`src/rtl/lkp_tlb_pkg.sv`:
```
package lkp_tlb_pkg;

   typedef enum logic [1:0] {
      CTL_PIN     = 2'd0,
      CTL_UNLOCK  = 2'd1,
      CTL_FLUSH   = 2'd2,
      CTL_PART_EN = 2'd3
   } ctl_op_e;

   typedef enum logic {
      WS_IDLE = 1'b0,
      WS_WAIT = 1'b1
   } walk_state_e;

endpackage

```
`src/rtl/lkp_tlb_match.sv`:
```
module lkp_tlb_match #(
   parameter int ENTRIES = 8,
   parameter int VPN_W   = 20,
   parameter int ID_W    = 8,
   parameter int NPART   = 4,
   localparam int IDX_W  = $clog2(ENTRIES),
   localparam int PART_W = $clog2(NPART)
) (
   input  logic [ENTRIES-1:0] valid_vec,
   input  logic [ENTRIES-1:0] virt_vec,
   input  logic [PART_W-1:0]  ent_part [ENTRIES],
   input  logic [VPN_W-1:0]   ent_vpn  [ENTRIES],
   input  logic [ID_W-1:0]    ent_id   [ENTRIES],
   input  logic [NPART-1:0]   part_en,
   input  logic [VPN_W-1:0]   key_vpn,
   input  logic               key_virt,
   input  logic [ID_W-1:0]    key_id,
   output logic               hit,
   output logic [IDX_W-1:0]   hit_idx
);

   logic [ENTRIES-1:0] line_hit;

   for (genvar g = 0; g < ENTRIES; g++) begin : g_cmp
      assign line_hit[g] = valid_vec[g]
                         && part_en[ent_part[g]]
                         && (virt_vec[g] == key_virt)
                         && (ent_vpn[g] == key_vpn)
                         && (ent_id[g] == key_id);
   end

   assign hit = |line_hit;

   // lowest matching index wins
   always_comb begin
      hit_idx = '0;
      for (int i = ENTRIES - 1; i >= 0; i--) begin
         if (line_hit[i]) hit_idx = IDX_W'(i);
      end
   end

endmodule

```
`src/rtl/lkp_tlb_victim.sv`:
```
module lkp_tlb_victim #(
   parameter int ENTRIES = 8,
   localparam int IDX_W  = $clog2(ENTRIES)
) (
   input  logic               clk,
   input  logic               rst_n,
   input  logic [ENTRIES-1:0] lock_vec,
   input  logic               advance,
   output logic               found,
   output logic [IDX_W-1:0]   victim
);

   logic [IDX_W-1:0] rr_ptr;

   // first unlocked slot at or after the pointer, with wrap-around
   always_comb begin
      logic [IDX_W-1:0] cand;
      found  = 1'b0;
      victim = rr_ptr;
      for (int off = ENTRIES - 1; off >= 0; off--) begin
         cand = rr_ptr + IDX_W'(off);
         if (!lock_vec[cand]) begin
            found  = 1'b1;
            victim = cand;
         end
      end
   end

   always_ff @(posedge clk or negedge rst_n) begin
      if (!rst_n)
         rr_ptr <= '0;
      else if (advance)
         rr_ptr <= victim + IDX_W'(1);
   end

endmodule

```
`src/rtl/lkp_tlb_walkctl.sv`:
```
module lkp_tlb_walkctl
   import lkp_tlb_pkg::*;
#(
   parameter int VPN_W = 20,
   parameter int PPN_W = 16,
   parameter int ID_W  = 8
) (
   input  logic             clk,
   input  logic             rst_n,
   input  logic             lk_valid,
   input  logic             lu_hit,
   input  logic [PPN_W-1:0] hit_ppn,
   input  logic [VPN_W-1:0] key_vpn,
   input  logic             key_virt,
   input  logic [ID_W-1:0]  key_id,
   input  logic             walk_rsp_valid,
   input  logic [PPN_W-1:0] walk_rsp_ppn,
   output logic             lk_ready,
   output logic             walk_req_valid,
   output logic [VPN_W-1:0] walk_req_vpn,
   output logic             walk_req_virt,
   output logic [ID_W-1:0]  walk_req_id,
   output logic             res_valid,
   output logic             res_hit,
   output logic [PPN_W-1:0] res_ppn,
   output logic             fill_en
);

   walk_state_e state;

   assign lk_ready       = (state == WS_IDLE);
   assign walk_req_valid = (state == WS_WAIT);
   assign fill_en        = (state == WS_WAIT) && walk_rsp_valid;

   always_ff @(posedge clk or negedge rst_n) begin
      if (!rst_n) begin
         state         <= WS_IDLE;
         res_valid     <= 1'b0;
         res_hit       <= 1'b0;
         res_ppn       <= '0;
         walk_req_vpn  <= '0;
         walk_req_virt <= 1'b0;
         walk_req_id   <= '0;
      end else begin
         res_valid <= 1'b0;
         unique case (state)
            WS_IDLE: begin
               if (lk_valid) begin
                  if (lu_hit) begin
                     res_valid <= 1'b1;
                     res_hit   <= 1'b1;
                     res_ppn   <= hit_ppn;
                  end else begin
                     state         <= WS_WAIT;
                     walk_req_vpn  <= key_vpn;
                     walk_req_virt <= key_virt;
                     walk_req_id   <= key_id;
                  end
               end
            end
            WS_WAIT: begin
               if (walk_rsp_valid) begin
                  state     <= WS_IDLE;
                  res_valid <= 1'b1;
                  res_hit   <= 1'b0;
                  res_ppn   <= walk_rsp_ppn;
               end
            end
            default: state <= WS_IDLE;
         endcase
      end
   end

endmodule

```
`src/rtl/lkp_tlb.sv`:
```
module lkp_tlb
   import lkp_tlb_pkg::*;
#(
   parameter int ENTRIES   = 8,
   parameter int VPN_W     = 20,
   parameter int PPN_W     = 16,
   parameter int ID_W      = 8,
   parameter int NPART     = 4,
   parameter int FILL_PART = 0,
   localparam int IDX_W    = $clog2(ENTRIES),
   localparam int PART_W   = $clog2(NPART)
) (
   input  logic               clk,
   input  logic               rst_n,
   input  logic               lk_valid,
   input  logic [VPN_W-1:0]   lk_vpn,
   input  logic               lk_virt,
   input  logic [ID_W-1:0]    lk_asid,
   input  logic [ID_W-1:0]    lk_vmid,
   output logic               lk_ready,
   output logic               res_valid,
   output logic               res_hit,
   output logic [PPN_W-1:0]   res_ppn,
   output logic               walk_req_valid,
   output logic [VPN_W-1:0]   walk_req_vpn,
   output logic               walk_req_virt,
   output logic [ID_W-1:0]    walk_req_id,
   input  logic               walk_rsp_valid,
   input  logic [PPN_W-1:0]   walk_rsp_ppn,
   input  logic               ctl_valid,
   input  logic [1:0]         ctl_op,
   input  logic [IDX_W-1:0]   ctl_idx,
   input  logic [PART_W-1:0]  ctl_part,
   input  logic [VPN_W-1:0]   ctl_vpn,
   input  logic               ctl_virt,
   input  logic [ID_W-1:0]    ctl_id,
   input  logic [PPN_W-1:0]   ctl_ppn,
   input  logic [NPART-1:0]   ctl_part_en
);

   // ---------------- elaboration checks ----------------
   if (ENTRIES < 2 || (ENTRIES & (ENTRIES - 1)) != 0) begin : g_bad_entries
      $error("lkp_tlb: ENTRIES must be a power of two, at least 2");
   end
   if (NPART < 2 || (NPART & (NPART - 1)) != 0) begin : g_bad_npart
      $error("lkp_tlb: NPART must be a power of two, at least 2");
   end
   if (FILL_PART < 0 || FILL_PART >= NPART) begin : g_bad_fill
      $error("lkp_tlb: FILL_PART out of range");
   end
   if (VPN_W < 1 || PPN_W < 1 || ID_W < 1) begin : g_bad_width
      $error("lkp_tlb: field widths must be positive");
   end

   localparam logic [PART_W-1:0] FILL_P = PART_W'(FILL_PART);

   // ---------------- entry storage ----------------
   logic [ENTRIES-1:0] valid_vec;
   logic [ENTRIES-1:0] lock_vec;
   logic [ENTRIES-1:0] virt_vec;
   logic [PART_W-1:0]  ent_part [ENTRIES];
   logic [VPN_W-1:0]   ent_vpn  [ENTRIES];
   logic [ID_W-1:0]    ent_id   [ENTRIES];
   logic [PPN_W-1:0]   ent_ppn  [ENTRIES];
   logic [NPART-1:0]   part_en_q;

   // ---------------- lookup ----------------
   logic [ID_W-1:0]  key_id;
   logic             lu_hit;
   logic [IDX_W-1:0] hit_idx;
   logic             fill_en;
   logic             install_en;
   logic             victim_found;
   logic [IDX_W-1:0] victim_idx;
   ctl_op_e          op;

   assign key_id = lk_virt ? lk_vmid : lk_asid;
   assign op     = ctl_op_e'(ctl_op);

   lkp_tlb_match #(
      .ENTRIES (ENTRIES),
      .VPN_W   (VPN_W),
      .ID_W    (ID_W),
      .NPART   (NPART)
   ) u_match (
      .valid_vec (valid_vec),
      .virt_vec  (virt_vec),
      .ent_part  (ent_part),
      .ent_vpn   (ent_vpn),
      .ent_id    (ent_id),
      .part_en   (part_en_q),
      .key_vpn   (lk_vpn),
      .key_virt  (lk_virt),
      .key_id    (key_id),
      .hit       (lu_hit),
      .hit_idx   (hit_idx)
   );

   lkp_tlb_walkctl #(
      .VPN_W (VPN_W),
      .PPN_W (PPN_W),
      .ID_W  (ID_W)
   ) u_walk (
      .clk            (clk),
      .rst_n          (rst_n),
      .lk_valid       (lk_valid),
      .lu_hit         (lu_hit),
      .hit_ppn        (ent_ppn[hit_idx]),
      .key_vpn        (lk_vpn),
      .key_virt       (lk_virt),
      .key_id         (key_id),
      .walk_rsp_valid (walk_rsp_valid),
      .walk_rsp_ppn   (walk_rsp_ppn),
      .lk_ready       (lk_ready),
      .walk_req_valid (walk_req_valid),
      .walk_req_vpn   (walk_req_vpn),
      .walk_req_virt  (walk_req_virt),
      .walk_req_id    (walk_req_id),
      .res_valid      (res_valid),
      .res_hit        (res_hit),
      .res_ppn        (res_ppn),
      .fill_en        (fill_en)
   );

   lkp_tlb_victim #(
      .ENTRIES (ENTRIES)
   ) u_victim (
      .clk      (clk),
      .rst_n    (rst_n),
      .lock_vec (lock_vec),
      .advance  (install_en),
      .found    (victim_found),
      .victim   (victim_idx)
   );

   assign install_en = fill_en && victim_found;

   // ---------------- entry updates ----------------
   logic do_pin, do_unlock, do_flush;
   assign do_pin    = ctl_valid && (op == CTL_PIN);
   assign do_unlock = ctl_valid && (op == CTL_UNLOCK);
   assign do_flush  = ctl_valid && (op == CTL_FLUSH);

   always_ff @(posedge clk or negedge rst_n) begin
      if (!rst_n) begin
         valid_vec <= '0;
         lock_vec  <= '0;
         virt_vec  <= '0;
         part_en_q <= '1;
         for (int i = 0; i < ENTRIES; i++) begin
            ent_part[i] <= '0;
            ent_vpn[i]  <= '0;
            ent_id[i]   <= '0;
            ent_ppn[i]  <= '0;
         end
      end else begin
         if (ctl_valid && op == CTL_PART_EN) part_en_q <= ctl_part_en;
         for (int i = 0; i < ENTRIES; i++) begin
            if (do_flush && !lock_vec[i]) valid_vec[i] <= 1'b0;
            if (install_en && victim_idx == IDX_W'(i)) begin
               valid_vec[i] <= 1'b1;
               lock_vec[i]  <= 1'b0;
               virt_vec[i]  <= walk_req_virt;
               ent_part[i]  <= FILL_P;
               ent_vpn[i]   <= walk_req_vpn;
               ent_id[i]    <= walk_req_id;
               ent_ppn[i]   <= walk_rsp_ppn;
            end
            if (do_pin && ctl_idx == IDX_W'(i)) begin
               valid_vec[i] <= 1'b1;
               lock_vec[i]  <= 1'b1;
               virt_vec[i]  <= ctl_virt;
               ent_part[i]  <= ctl_part;
               ent_vpn[i]   <= ctl_vpn;
               ent_id[i]    <= ctl_id;
               ent_ppn[i]   <= ctl_ppn;
            end
            if (do_unlock && ctl_idx == IDX_W'(i)) lock_vec[i] <= 1'b0;
         end
      end
   end

endmodule

```
`config.mk`:
```
export PLATFORM = sky130hd
export DESIGN_NAME = lkp_tlb
export DESIGN_NICKNAME = d
export VERILOG_FILES = /design/src/rtl/lkp_tlb_pkg.sv /design/src/rtl/lkp_tlb_match.sv /design/src/rtl/lkp_tlb_victim.sv /design/src/rtl/lkp_tlb_walkctl.sv /design/src/rtl/lkp_tlb.sv
export SDC_FILE = /design/constraint.sdc
export NUM_CORES = 1
export LEC_CHECK = 0
export ABC_AREA = 1
export BUFFER_PORTS_ARGS = -buffer_cell sky130_fd_sc_hd__buf_2
export CAP_MARGIN = 20
export CORE_ASPECT_RATIO = 1.5
export CORE_UTILIZATION = 60
export DETAILED_ROUTE_END_ITERATION = 10
export PLACE_DENSITY = 0.79
export RECOVER_POWER = 100
export REMOVE_ABC_BUFFERS = 1
export SLEW_MARGIN = 10
export SYNTH_ARGS = -nofsm -noshare
export SYNTH_HDL_FRONTEND = slang
export SYNTH_HIERARCHICAL = 1
export SYNTH_SLANG_ARGS = --single-unit
```
`constraint.sdc`:
```
create_clock -name clk -period 5.4 [get_ports clk]
set_input_delay 1.35 -clock clk [delete_from_list [all_inputs] [get_ports clk]]
set_output_delay 1.35 -clock clk [all_outputs]
set_load 0.01 [all_outputs]
```
## Word level (Yosys, flattened, before mapping)

Cells that the tools add are included.

| word-level totals | value |
|---|---|
| register bits after elaboration | 447 |
| word-level logic and storage cells | 449 |

| operators by class | value |
|---|---|
| $add $sub $neg | 8 |
| order comparisons | 17 |
| equality and inequality tests | 44 |
| multiplexer cells | 204 |
| bitwise logic cells | 3 |
| reduce and logical (&&, ||, !) cells | 108 |

Operators by type and width:

| cell | number |
|---|---|
| 16-bit 2-to-1 mux | 21 |
| 20-bit 2-to-1 mux | 16 |
| 20-bit == test | 8 |
| 8-bit 2-to-1 mux | 17 |
| 1-bit 2-to-1 mux | 97 |
| 1-bit logical AND | 70 |
| 8-bit == test | 8 |
| 16-bit binary-select mux with 3-bit select | 1 |
| 3-bit 2-to-1 mux | 16 |
| 3-bit nonzero test | 16 |
| 3-bit by 4-bit less-than comparator with 1-bit output (second input constant) | 8 |
| 2-bit 2-to-1 mux | 16 |
| 16-bit one-hot mux with 2 select lines | 1 |
| 1-bit binary-select mux with 3-bit select | 8 |
| 3-bit == test (second input constant) | 8 |
| 2-bit by 3-bit less-than comparator with 1-bit output (second input constant) | 8 |
| 1-bit binary-select mux with 2-bit select | 8 |
| 2-bit nonzero test | 8 |
| 3-bit adder (second input constant) | 4 |
| 3-bit by 2-bit == test with 1-bit output (second input constant) | 4 |
| 1-bit == test | 8 |
| 1-bit zero test | 8 |
| 8-bit OR reduction | 1 |
| 3-bit by 1-bit adder with 3-bit output (second input constant) | 2 |
| other kinds (13) | 22 |

## Longest topological paths before layout

| logic depth | value |
|---|---|
| word-level depth | 21 |
| gate-level depth with buffers | 30 |
| depth with buffers taken out | 26 |

## Hierarchy

Netlist, hierarchy kept.

By module, submodules not included:

| module | times used | cells each | area an instance (um^2) | seq. area each (um^2) |
|---|---|---|---|---|
| lkp_tlb | 1 | 2865 | 20276.9 | 9914.5 |
| lkp_tlb_match | 1 | 738 | 3686.0 | 0.0 |
| lkp_tlb_walkctl | 1 | 254 | 2130.8 | 1201.2 |
| lkp_tlb_victim | 1 | 149 | 840.8 | 75.1 |

## Worst setup path before layout

OpenSTA, ideal clock, no wires.

| path | value |
|---|---|
| path kind | input port to flip-flop |
| start point | input lk_virt |
| end point | register u_walk.res_ppn[13] |
| library setup time | 0.065 ns |
| arrival | 4.094 ns |
| data required time | 5.335 ns |
| slack | 1.241 ns |
| stages | 27 |
| cells stage by stage | clkbuf_1 mux2_2 buf_2 xor2_1 nor2_1 nand2_1 nor2_2 nand3_2 nor2_2 nand2_1 nand2_1 nand2_1 nand2_1 nand2_1 a21oi_2 buf_2 buf_1 nor2_1 nor2_1 o21ai_0 nand2_1 nand2_1 nand2_1 nand2_1 nand2_1 nand2_2 nand2_1 |

| on the way | value |
|---|---|
| elaborated cells between the ends (all ways) | 59 |

RTL lines:

| element | line | RTL |
|---|---|---|
| start, declared | lkp_tlb.sv:17 | `input logic lk_virt,` |
| 8-bit 2-to-1 mux * | lkp_tlb.sv:77 | `assign key_id = lk_virt ? lk_vmid : lk_asid;` |
| net key_id[2] | lkp_tlb.sv:68 | `logic [ID_W-1:0] key_id;` |
| 8-bit == test | lkp_tlb_match.sv:29 | `&& (ent_id[g] == key_id);` |
| 1-bit logical AND | lkp_tlb_match.sv:29 |  |
| 3-bit 2-to-1 mux (7 in a row) | lkp_tlb_match.sv:38 | `if (line_hit[i]) hit_idx = IDX_W'(i);` |
| 3-bit 2-to-1 mux * | lkp_tlb_match.sv:38 |  |
| net hit_idx[0] | lkp_tlb.sv:70 | `logic [IDX_W-1:0] hit_idx;` |
| 3-bit inverter with 4-bit output (implied by the code) * | lkp_tlb.sv:108 | `.hit_ppn (ent_ppn[hit_idx]),` |
| 16-bit binary-select mux with 3-bit select * | lkp_tlb.sv:108 |  |
| 16-bit 2-to-1 mux (implied by the code) * (2 in a row) | lkp_tlb.sv:108 |  |
| 16-bit 2-to-1 mux * | lkp_tlb_walkctl.sv:49 | `if (lu_hit) begin` |
| 16-bit 2-to-1 mux * | lkp_tlb_walkctl.sv:48 | `if (lk_valid) begin` |
| 16-bit one-hot mux with 2 select lines * | lkp_tlb_walkctl.sv:46 | `unique case (state)` |
| end signal, assigned | lkp_tlb_walkctl.sv:52 | `res_ppn <= hit_ppn;` |
| end signal, assigned | lkp_tlb_walkctl.sv:66 | `res_ppn <= walk_rsp_ppn;` |
| end, declared | lkp_tlb_walkctl.sv:25 | `output logic [PPN_W-1:0] res_ppn,` |

Mark *: on every way through the listed nets, which the timed path passes. The rest lies on a longest branch. The select of a mux whose other input is x is not followed.
A chain may end at the register's enable or synchronous reset.

## Final worst setup path

| path | value |
|---|---|
| start point | input lk_virt |
| end point | register u_walk.res_ppn[5] |

| on the way | value |
|---|---|
| elaborated cells between the ends (all ways) | 59 |

RTL lines:

| element | line | RTL |
|---|---|---|
| 8-bit 2-to-1 mux * | lkp_tlb.sv:77 |  |
| net key_id[7] | lkp_tlb.sv:68 |  |
| 8-bit == test | lkp_tlb_match.sv:29 |  |
| 1-bit logical AND | lkp_tlb_match.sv:29 |  |
| 8-bit OR reduction * | lkp_tlb_match.sv:32 | `assign hit = \|line_hit;` |
| net lu_hit | lkp_tlb.sv:69 | `logic lu_hit;` |
| 2-bit by 1-bit != test with 1-bit output (no line) * | -- |  |
| 3-bit AND reduction (no line) * | -- |  |

Marks and branches as above.

==> metrics.txt <==
ys flop type sky130_fd_sc_hd__dfrtp_1; post-CTS repair timing setup buffer count 0; register bit count reported by yosys 447; kind of end point of the critical path flop; Die Y-Extent 261 um; violated checks capacitance limit, slew limit; ratio of routed vias to standard cells 6.29; total wire length after detailed routing 119 mm; clock buffer depth 3; MaxCap Viol Count 4; synthesized instance count 4006; remaining design rule violation count 0; Finished Layout Cells 4668; HP Class reg -> reg; CTS-repair resized insts 0; Vias 29343; Core Rows 94; via count of the first global-routing pass 27723; global-route wire length before repair 174 mm; transition time of the tightest slew-check pin 2.86 ns; final cycle utilization of the critical path 95.6%; LEAKAGE 15.1 nW; worst endpoint required time 5.92 ns; share of layout cells above drive strength 1 9.32%; Max Clock Freq 0.194 GHz; Area growth syn-to-layout 9.15%; initial antenna violation count 12; Synth async-reset ratio 100%; unrepaired setup endpoints after global routing no; post-route standard cell area excluding fillers 0.0294 sq mm; RD Place Congestion 1.19; cell at the root of the clock tree sky130_fd_sc_hd__clkbuf_16; maximum number of pins on one net before global-route repair 111; instance count after placement with tap cells included 4582; critical-path maximum fanout 17; initial core utilization 61.1%; TritonCTS clock tree built; Syn. warnings 6; max-slew violation total from the final report 248; most repeated library cell on the critical path sky130_fd_sc_hd__nand2_1; placed wire-length estimate after detailed placement 74.6 mm; list of cells traversed by the critical path clkbuf_1, clkbuf_1, mux2_2, nand2_1, nand2_1, inv_1, nand2_1, nor2_1, nand2_1, nor2_1, nand3_1, o21ai_1, nor2_1, nand3_1, nand3_4, nand2_1, nand2_1, nand2_1; Total Routing Usage GR 52.0%; distinct cell type count of the synthesized netlist 55; cell accounting for the most synthesized area sky130_fd_sc_hd__dfrtp_1; Num CTS Buffers 46; Total Nets Final 4172; first-pass iteration count of the detailed router 8; violation count after the first detailed-routing iteration 4384; share of synthesized area occupied by flip-flops and latches 41.5%; number of buffers added to fix hold violations after cts 0; category of the critical setup timing path in -> reg; Peak supply drop 0.359 mV; post-synthesis instance area 0.0269 sq mm; cell at the slowest stage of the critical path sky130_fd_sc_hd__nand2_1; top cell type's share of synthesized area 41.2%; Floorplan Core Area 0.0441 sq mm; Die ar. 0.0458 sq mm; clock input transition at the sequential cells of the worst setup and hold paths 0.06 ns; Rel. slew slack -91.0%; PnR Total Power 0.0157 W; synthesized area per cell 6.72 sq um; number of nets with antenna violations after detailed routing 0; total I/O pin count 163; clock net sink count 447; Finish-stage setup viols 0; CP max stage delay 0.91 ns; input/output buffers 162; level count of the clock H-tree 2; sum of overflow across all layers after global routing 0; skew final 0.0302 ns; Crit path arrival time 5.68 ns; Hold Vio Cnt, Final 0; nature of the critical path startpoint input port; synth top area cells sky130_fd_sc_hd__dfrtp_1 (41%), sky130_fd_sc_hd__nand2_1 (26%), sky130_fd_sc_hd__o21ai_0 (8.5%), sky130_fd_sc_hd__nand3_1 (3.7%), sky130_fd_sc_hd__nor2_1 (3.2%); Area after DPL 0.0280 sq mm; die extent in x 175 um; result of the run complete, but fails checks; routed length per instance 25.5 um; Min Clock Period, post-route 5.16 ns; clock latency at the later pin of the worst-skew pair 0.59 ns; power density over cell area 535 mW/mm^2; count of flip-flops with a built-in enable after synthesis 0
==> synth_stat cells (8+ instances only) <==
master / number
sky130_fd_sc_hd__a22o_1: 11
sky130_fd_sc_hd__o21ai_0: 458
sky130_fd_sc_hd__buf_6: 12
sky130_fd_sc_hd__nor2_4: 8
sky130_fd_sc_hd__clkbuf_1: 85
sky130_fd_sc_hd__dfrtp_1: 443
sky130_fd_sc_hd__o21ai_1: 36
sky130_fd_sc_hd__xnor2_1: 40
sky130_fd_sc_hd__nand4_1: 21
sky130_fd_sc_hd__nand2_2: 26
sky130_fd_sc_hd__o22ai_1: 25
sky130_fd_sc_hd__buf_2: 70
sky130_fd_sc_hd__mux2_2: 12
sky130_fd_sc_hd__buf_1: 10
sky130_fd_sc_hd__inv_1: 214
sky130_fd_sc_hd__xor2_1: 29
sky130_fd_sc_hd__o211ai_1: 8
sky130_fd_sc_hd__nand3_1: 200
sky130_fd_sc_hd__buf_4: 43
sky130_fd_sc_hd__nor2_1: 229
sky130_fd_sc_hd__a21oi_1: 19
sky130_fd_sc_hd__nand2_1: 1872
sky130_fd_sc_hd__inv_2: 42
sky130_fd_sc_hd__nor2_2: 14
==> final cells by class <==
cell class / instances / area (sq um)
Multi-Input combinational cell: 3075 / 13600
Fill cell: 3986 / 14700
Clock inverter: 15 / 186
Tap cell: 576 / 721
Antenna cell: 4 / 10.0
Sequential cell: 447 / 11200
Clock buffer: 66 / 1370
Timing Repair Buffer: 222 / 1320
Inverter: 263 / 997
==> placed cells by master, fill, tap and decap left out, types with 21 or more instances in the layout <==
master	n
sky130_fd_sc_hd__nor2_1	229
sky130_fd_sc_hd__nand3_1	201
sky130_fd_sc_hd__clkbuf_1	57
sky130_fd_sc_hd__clkbuf_16	46
sky130_fd_sc_hd__o22ai_1	25
sky130_fd_sc_hd__xnor2_1	40
sky130_fd_sc_hd__buf_2	112
sky130_fd_sc_hd__xor2_1	29
sky130_fd_sc_hd__o21ai_0	458
sky130_fd_sc_hd__buf_4	38
sky130_fd_sc_hd__o21ai_1	36
sky130_fd_sc_hd__dfrtp_1	443
sky130_fd_sc_hd__nand4_1	21
sky130_fd_sc_hd__nand2_1	1864
sky130_fd_sc_hd__inv_2	38
sky130_fd_sc_hd__nand2_2	35
sky130_fd_sc_hd__inv_1	218
==> layer usage <==
layer / vias to the layer above / wire [um] / global-route usage (%)
met5: - / 58 / 0
met4: 10 / 13000 / 46.8
met3: 848 / 16800 / 17.1
met2: 2557 / 50900 / 78.4
met1: 13234 / 38100 / 58.9
li1: 12694 / - / -
==> power breakdown <==
| group | total [W] | internal [W] | leakage (nW) | switching, W |
|---|---|---|---|---|
| clock | 0.00336 | 0.00191 | 0.770 | 0.00145 |
| combinational | 0.00606 | 0.00193 | 8.68 | 0.00413 |
| sequential | 0.00631 | 0.00479 | 5.62 | 0.00152 |
| total | 0.0157 | 0.00863 | 15.1 | 0.00710 |
==> worst paths after layout <==
check	from	endpoint	slack, ns	cells past startpoint
setup reg to reg	u_victim/rr_ptr[0]	ent_ppn[26]	0.54	23
max in group asynchronous	rst_n	ent_id[57]	0.88	2
min in group asynchronous	rst_n	ent_ppn[56]	1.62	1
hold reg to reg	ent_ppn[96]	ent_ppn[96]	0.48	2
hold / removal	ent_ppn[96]	ent_ppn[96]	0.48	2
setup / recovery	lk_virt	u_walk/res_ppn[5]	0.24	18
==> cells by family (layout without fill, tap and decap cells) <==
family | Yosys count | after routing | share of synthesized area [%]
AO/OA/AOI/OAI | 584 | 584 | 11.5
XOR/XNOR | 71 | 71 | 2.41
adder cells (fa/ha/maj) | 3 | 3 | 0.139
buffers and inverters | 484 | 566 | 8.10
flip-flops | 447 | 447 | 41.5
multiplexers | 12 | 12 | 0.502
other | 0 | 4 | 0
AND/OR/NAND/NOR | 2405 | 2405 | 35.8
==> state kept, by name (all words and copies together), names as in the netlist <==
register               count
ent_vpn                  160
ent_ppn                  128
ent_id                    64
u_walk/walk_req_vpn       20
ent_part                  16
u_walk/res_ppn            16
lock_vec                   8
u_walk/walk_req_id         8
valid_vec                  8
virt_vec                   8
part_en_q                  4
u_victim/rr_ptr            3
u_walk/res_hit             1
u_walk/res_valid           1
u_walk/walk_req_valid      1
u_walk/walk_req_virt       1
==> per-stage QoR <==
stage	hold slack [ns]	TNS, ns	utilization [%]	worst slack, ns
2_1_floorplan	0.444	-1.03	-	-0.0815
3_3_place_gp	0.459	0	63.4	0.717
3_5_place_dp	0.460	0	63.4	0.682
4_1_cts	0.477	0	67.0	0.885
5_1_grt	0.487	0	66.6	0.208
6_report	0.476	0	66.7	0.239
==> critical path, delay by kind of cell <==
| family | cells | cell delay (ns) |
|---|---|---|
| AND/OR/NAND/NOR | 13 | 2.56 |
| multiplexers | 1 | 0.42 |
| buffers and inverters | 3 | 1.18 |
| AO/OA/AOI/OAI | 1 | 0.13 |
Note: power is estimated with default switching activity, not from simulation.
